<file path="src/rtl/rtc_irq_core.sv">
module rtc_irq_core #(
  parameter int          DW     = 8,
  parameter int          IW     = 7,
  parameter int          RATE_W = 4,
  parameter logic [7:0]  RST_A  = 8'h26,
  parameter logic [7:0]  RST_B  = 8'h02
) (
  input  logic          clk,
  input  logic          rst_n,
  input  logic          ref_tick,
  input  logic          port_sel,
  input  logic          wr_en,
  input  logic          rd_en,
  input  logic [DW-1:0] wdata,
  output logic [DW-1:0] rdata,
  input  logic          alarm_hit,
  input  logic          upd_done,
  output logic          irq_out,
  output logic          sqw_out
);
  localparam int CW = (1 << RATE_W) - 2;
  localparam logic [IW-1:0] IDX_A = IW'(8'h0A);
  localparam logic [IW-1:0] IDX_B = IW'(8'h0B);
  localparam logic [IW-1:0] IDX_C = IW'(8'h0C);
  localparam int B_PIE = 6, B_AIE = 5, B_UIE = 4, B_SQW = 3;

  logic [IW-1:0]   idx;
  logic [DW-1:0]   reg_a, reg_b, reg_c, c_set;
  logic [CW-1:0]   cnt;
  logic [CW:0]     period;
  logic [RATE_W-1:0] code, eff;

  wire data_wr = wr_en & port_sel;
  wire data_rd = rd_en & port_sel;
  wire wr_a = data_wr && idx == IDX_A;
  wire wr_b = data_wr && idx == IDX_B;
  wire rd_c = data_rd && idx == IDX_C;

  assign code   = reg_a[RATE_W-1:0];
  assign eff    = (code == RATE_W'(1) || code == RATE_W'(2)) ? code + RATE_W'(7) : code;
  assign period = (CW+1)'(1) << (eff - RATE_W'(1));

  wire run  = (code != '0) && (reg_b[B_PIE] || reg_b[B_SQW]);
  wire tick = run && ref_tick && ({1'b0, cnt} == period - (CW+1)'(1));

  always_ff @(posedge clk) begin
    if (!rst_n) idx <= '0;
    else if (wr_en && !port_sel) idx <= wdata[IW-1:0];
  end

  always_ff @(posedge clk) begin
    if (!rst_n) begin
      reg_a <= RST_A;
      reg_b <= RST_B;
    end else begin
      if (wr_a) reg_a <= {1'b0, wdata[DW-2:0]};
      if (wr_b) reg_b <= wdata;
    end
  end

  always_ff @(posedge clk) begin
    if (!rst_n || !run || wr_a || wr_b || tick) cnt <= '0;
    else if (ref_tick) cnt <= cnt + CW'(1);
  end

  always_ff @(posedge clk) begin
    if (!rst_n || !reg_b[B_SQW]) sqw_out <= 1'b0;
    else if (tick) sqw_out <= ~sqw_out;
  end

  always_comb begin
    c_set = '0;
    if (tick && reg_b[B_PIE]) c_set = c_set | DW'(8'hC0);
    if (alarm_hit && reg_b[B_AIE]) c_set = c_set | DW'(8'hA0);
    if (upd_done) begin
      c_set[4] = 1'b1;
      if (reg_b[B_UIE]) c_set[7] = 1'b1;
    end
  end

  always_ff @(posedge clk) begin
    if (!rst_n) reg_c <= '0;
    else reg_c <= (rd_c ? '0 : reg_c) | c_set;
  end

  assign irq_out = reg_c[7];

  always_comb begin
    case (idx)
      IDX_A:   rdata = reg_a;
      IDX_B:   rdata = reg_b;
      IDX_C:   rdata = reg_c;
      default: rdata = '0;
    endcase
  end

  p_clear_on_read_r9: assert property (@(posedge clk) disable iff (!rst_n)
    (rd_c && !alarm_hit && !upd_done && !tick) |=> (!irq_out && reg_c == '0));

  p_irq_cause_r6: assert property (@(posedge clk) disable iff (!rst_n)
    $rose(irq_out) |-> $past((tick && reg_b[B_PIE]) || (alarm_hit && reg_b[B_AIE]) ||
                             (upd_done && reg_b[B_UIE])));

  p_cnt_range_r4: assert property (@(posedge clk) disable iff (!rst_n)
    run |-> ({1'b0, cnt} < period));

  p_update_flag_r8: assert property (@(posedge clk) disable iff (!rst_n)
    upd_done |=> reg_c[4]);

  p_alarm_irq_r7: assert property (@(posedge clk) disable iff (!rst_n)
    (alarm_hit && reg_b[B_AIE]) |=> irq_out);
endmodule

</file>
<file path="config.mk">
export PLATFORM = sky130hd
export DESIGN_NAME = rtc_irq_core
export DESIGN_NICKNAME = d
export VERILOG_FILES = /design/src/rtl/rtc_irq_core.sv
export SDC_FILE = /design/constraint.sdc
export NUM_CORES = 1
export LEC_CHECK = 0
export ABC_AREA = 1
export BUFFER_PORTS_ARGS = -buffer_cell sky130_fd_sc_hd__buf_2
export CORE_MARGIN = 3
export CORE_UTILIZATION = 50
export CTS_CLUSTER_SIZE = 30
export DETAILED_ROUTE_END_ITERATION = 8
export GPL_ROUTABILITY_DRIVEN = 1
export PLACE_DENSITY = 0.77
export REMOVE_ABC_BUFFERS = 1
export SLEW_MARGIN = 20
export SYNTH_ARGS = -nofsm -noshare
export SYNTH_HDL_FRONTEND = slang
export SYNTH_SLANG_ARGS = --single-unit
</file>
<file path="constraint.sdc">
create_clock -name clk -period 4.35 [get_ports clk]
set_input_delay 0.2175 -clock clk [delete_from_list [all_inputs] [get_ports clk]]
set_output_delay 0.2175 -clock clk [all_outputs]
set_load 0.01 [all_outputs]
</file>
==> run metrics <==
Final Max Tran Viols=0; CTS resizes=0; Die H=79.98 um; PortBufs=25; R2R cell count=20; clock buffer count from CTS=5; area leader, netlist=dfxtp_1; First DRT Iteration DRCs=159; CTS tree=built; actual slew at the worst max-slew pin=~0.99 ns; Fin. Hold Viols=0; WP data arrival=3.67 ns; max incr delay on CP=0.37 ns; Post-Layout Cell Count=510; critical-path cell list=inv_1 -> ha_1 -> inv_1 -> nand2_1 -> nand3_1 -> nand2_1 -> inv_1 -> nand2_1 -> ha_1 -> o21ai_0 -> a2111oi_0 -> nand2_1 -> nor2_1 -> nand2_1 -> nor2_1 -> nand2_1 -> nor2_2 -> nand2_2 -> nand2_4 -> a21oi_1; GR Overflow Total=0; vias in the first global route=2355; placed inst area=2897 um^2; R2R Path End=cnt[1]; clk_skew=0.009081 ns; fmax=286.1 MHz; Ant. Diodes=0; startpoint types=register; max_cap viols=0; worst flop-to-flop path startpoint=reg_a[0]; Clock Path Buffers=2; All-Layer GR Usage=0.2033; delay-heaviest family, CP=simple AND/OR/NAND/NOR gates; Rel. slew slack=0.3365; Reg area=~820 um^2; worst min path class=input port to register; CP most frequent cell=nand2_1; EDFF count, synth=0; sequential fraction of the synthesis area=0.3000; Via Count=2667; hold buffer count at CTS=0; RSZ-0062 raised after global routing=no; IO Pins=26; area share of the largest cell type after synthesis=0.3000; syn_area_per_cell=around 6.6 um^2; Layout Nets=~460; largest net degree at the start of global routing=23; Post-Synthesis Cells=414; DR pass1 iterations=4; ys async rst share=0; Area contributors post-synth=dfxtp_1, nand2_1, inv_1; DP Cell Count=about 500; design area=3008 um^2; Sink Count=between 40 and 50; Yosys cell types=34; Fillers=500; gp weighted congestion=0.8862; post-DP HPWL=a little under 5000 um; Detail Route Antenna Nets=0; Post-CTS Setup Bufs=0; Rows=26; Main synth FF type=dfxtp_1; maximum vdd drop=0.0003663 V; DR DRC count=0; wirelength, routed=6093 um; Root Driver=clkbuf_8; Worst Hold Depth=3; Crit-path slowest cell=inv_1; Initial Util=0.5257; synth cell count leaders=nand2_1, inv_1, dfxtp_1; area of the multi-input gates=1649 um^2; CP endpoint kind=register; share of post-route cells with drive strength above 1=0.1682; Die Area=6397 um^2; Final setup viols=0; Min-Delay Endpoint=reg_c[4]; Yosys reg bits=41; Worst Hold Launch=upd_done; Bufs and invs on worst path=3; CP Class=register to register; worst-path fanout max=14; FF-to-FF setup slack=0.86 ns; Via-to-Cell Ratio=around 5.2; Leak=1.299 nW; clk slew on worst S/H paths=0.08 ns; first-pass GRT wire length=10330 um; Die W=79.98 um; DR WL/cell=11.95 um; Syn-to-layout area delta=9.922%; Worst-Skew Late Latency=~0.3 ns; setup TNS=0 ns; Critical Path RT=between 4 and 5 ns; outcome=finished clean; Synth warnings=0; Tcrit/Tclk final=0.8034; H-tree depth=2; synthesized area=2736 um^2; min Tclk post-route=around 3.5 ns; Core Footprint=5205 um^2; cell area power density=244.3 nW/um^2; initial antenna violation count=0; most common cell in the netlist=nand2_1
[metrics by stage]
step | power (mW) | setup WS, ns | util | hold slack, ns
after floorplan | 0.4210 | 1.328 | - | 0.3016
after global placement | 0.4392 | 1.061 | 0.5565 | 0.4389
after detailed placement | 0.4401 | 0.9068 | 0.5565 | 0.4427
after CTS | 0.7413 | 0.8765 | 0.5779 | 0.1483
after global routing | 0.7634 | 0.4748 | 0.5779 | 0.1751
final | 0.7347 | 0.8552 | 0.5779 | 0.1481
[layer usage]
metal,GRT usage,vias up,share of wire
met5,0,-,0
met4,0.06419,0,0.017
met3,0.04515,11,0.059
met2,0.3228,72,0.45
met1,0.2725,1208,0.47
li1,-,1376,-
[worst register-to-register path: cells and delay by family (launching register included)]
family	cells	cell delay, ns
flops	1	0.36
compound gates	3	0.51
simple gates	12	1.43
buf+inv	3	0.54
fa+ha+maj	2	0.53
[state kept, by name, indices dropped and copies added, names as in the netlist]
register  cells
cnt          14
reg_b         8
reg_a         7
idx           7
reg_c         4
sqw_out       1
[cell type report]
class                   count  share of cell area
multi-input cells         309              0.5483
inverters                  57             0.07113
flip-flops and latches     41              0.2729
repair buffers             25             0.04160
well taps                  70             0.02912
clock inverters             2             0.01290
clock buffers               6             0.02413
[kinds of logic (layout without fill, tap and decap cells)]
group / count (synthesis) / in the layout / synth area share
AOI/OAI and AO/OA: 61 / 61 / 0.1212
adders and majority gates: 6 / 6 / 0.02743
xor gates and xnor gates: 20 / 20 / 0.06402
other: 1 / 1 / 0.001370
buffers and inverters: 64 / 90 / 0.09739
DFF: 41 / 41 / 0.3000
and+or+nand+nor: 221 / 221 / 0.3887
[worst max-delay path by stage]
stage	start	endpoint	slack [ns]	cells past startpoint
5_1_grt	reg_a[0]	cnt[2]	0.47	20
4_1_cts	reg_a[0]	cnt[2]	0.88	20
3_5_place_dp	reg_a[0]	cnt[2]	0.91	20
6_report	reg_a[0]	cnt[1]	0.86	20
2_1_floorplan	reg_a[0]	cnt[0]	1.33	20
3_3_place_gp	reg_a[0]	cnt[2]	1.06	20
[cells in the final DEF (no fill, tap or decap), types with 6 or more instances in the layout]
cell	n
inv_1	54
dfxtp_1	41
nand2_1	92
o21ai_0	26
ha_1	6
nand3_1	34
nor2_2	16
buf_2	25
xor2_1	18
a21oi_1	24
nor3_1	7
nand2_2	9
nor2_1	40
[report_power, final]
group,internal (mW),switching [mW]
sequential,0.380,0.00301
combinational,0.0171,0.0317
clock,0.172,0.130
Power figures use the tool's default switching activity.
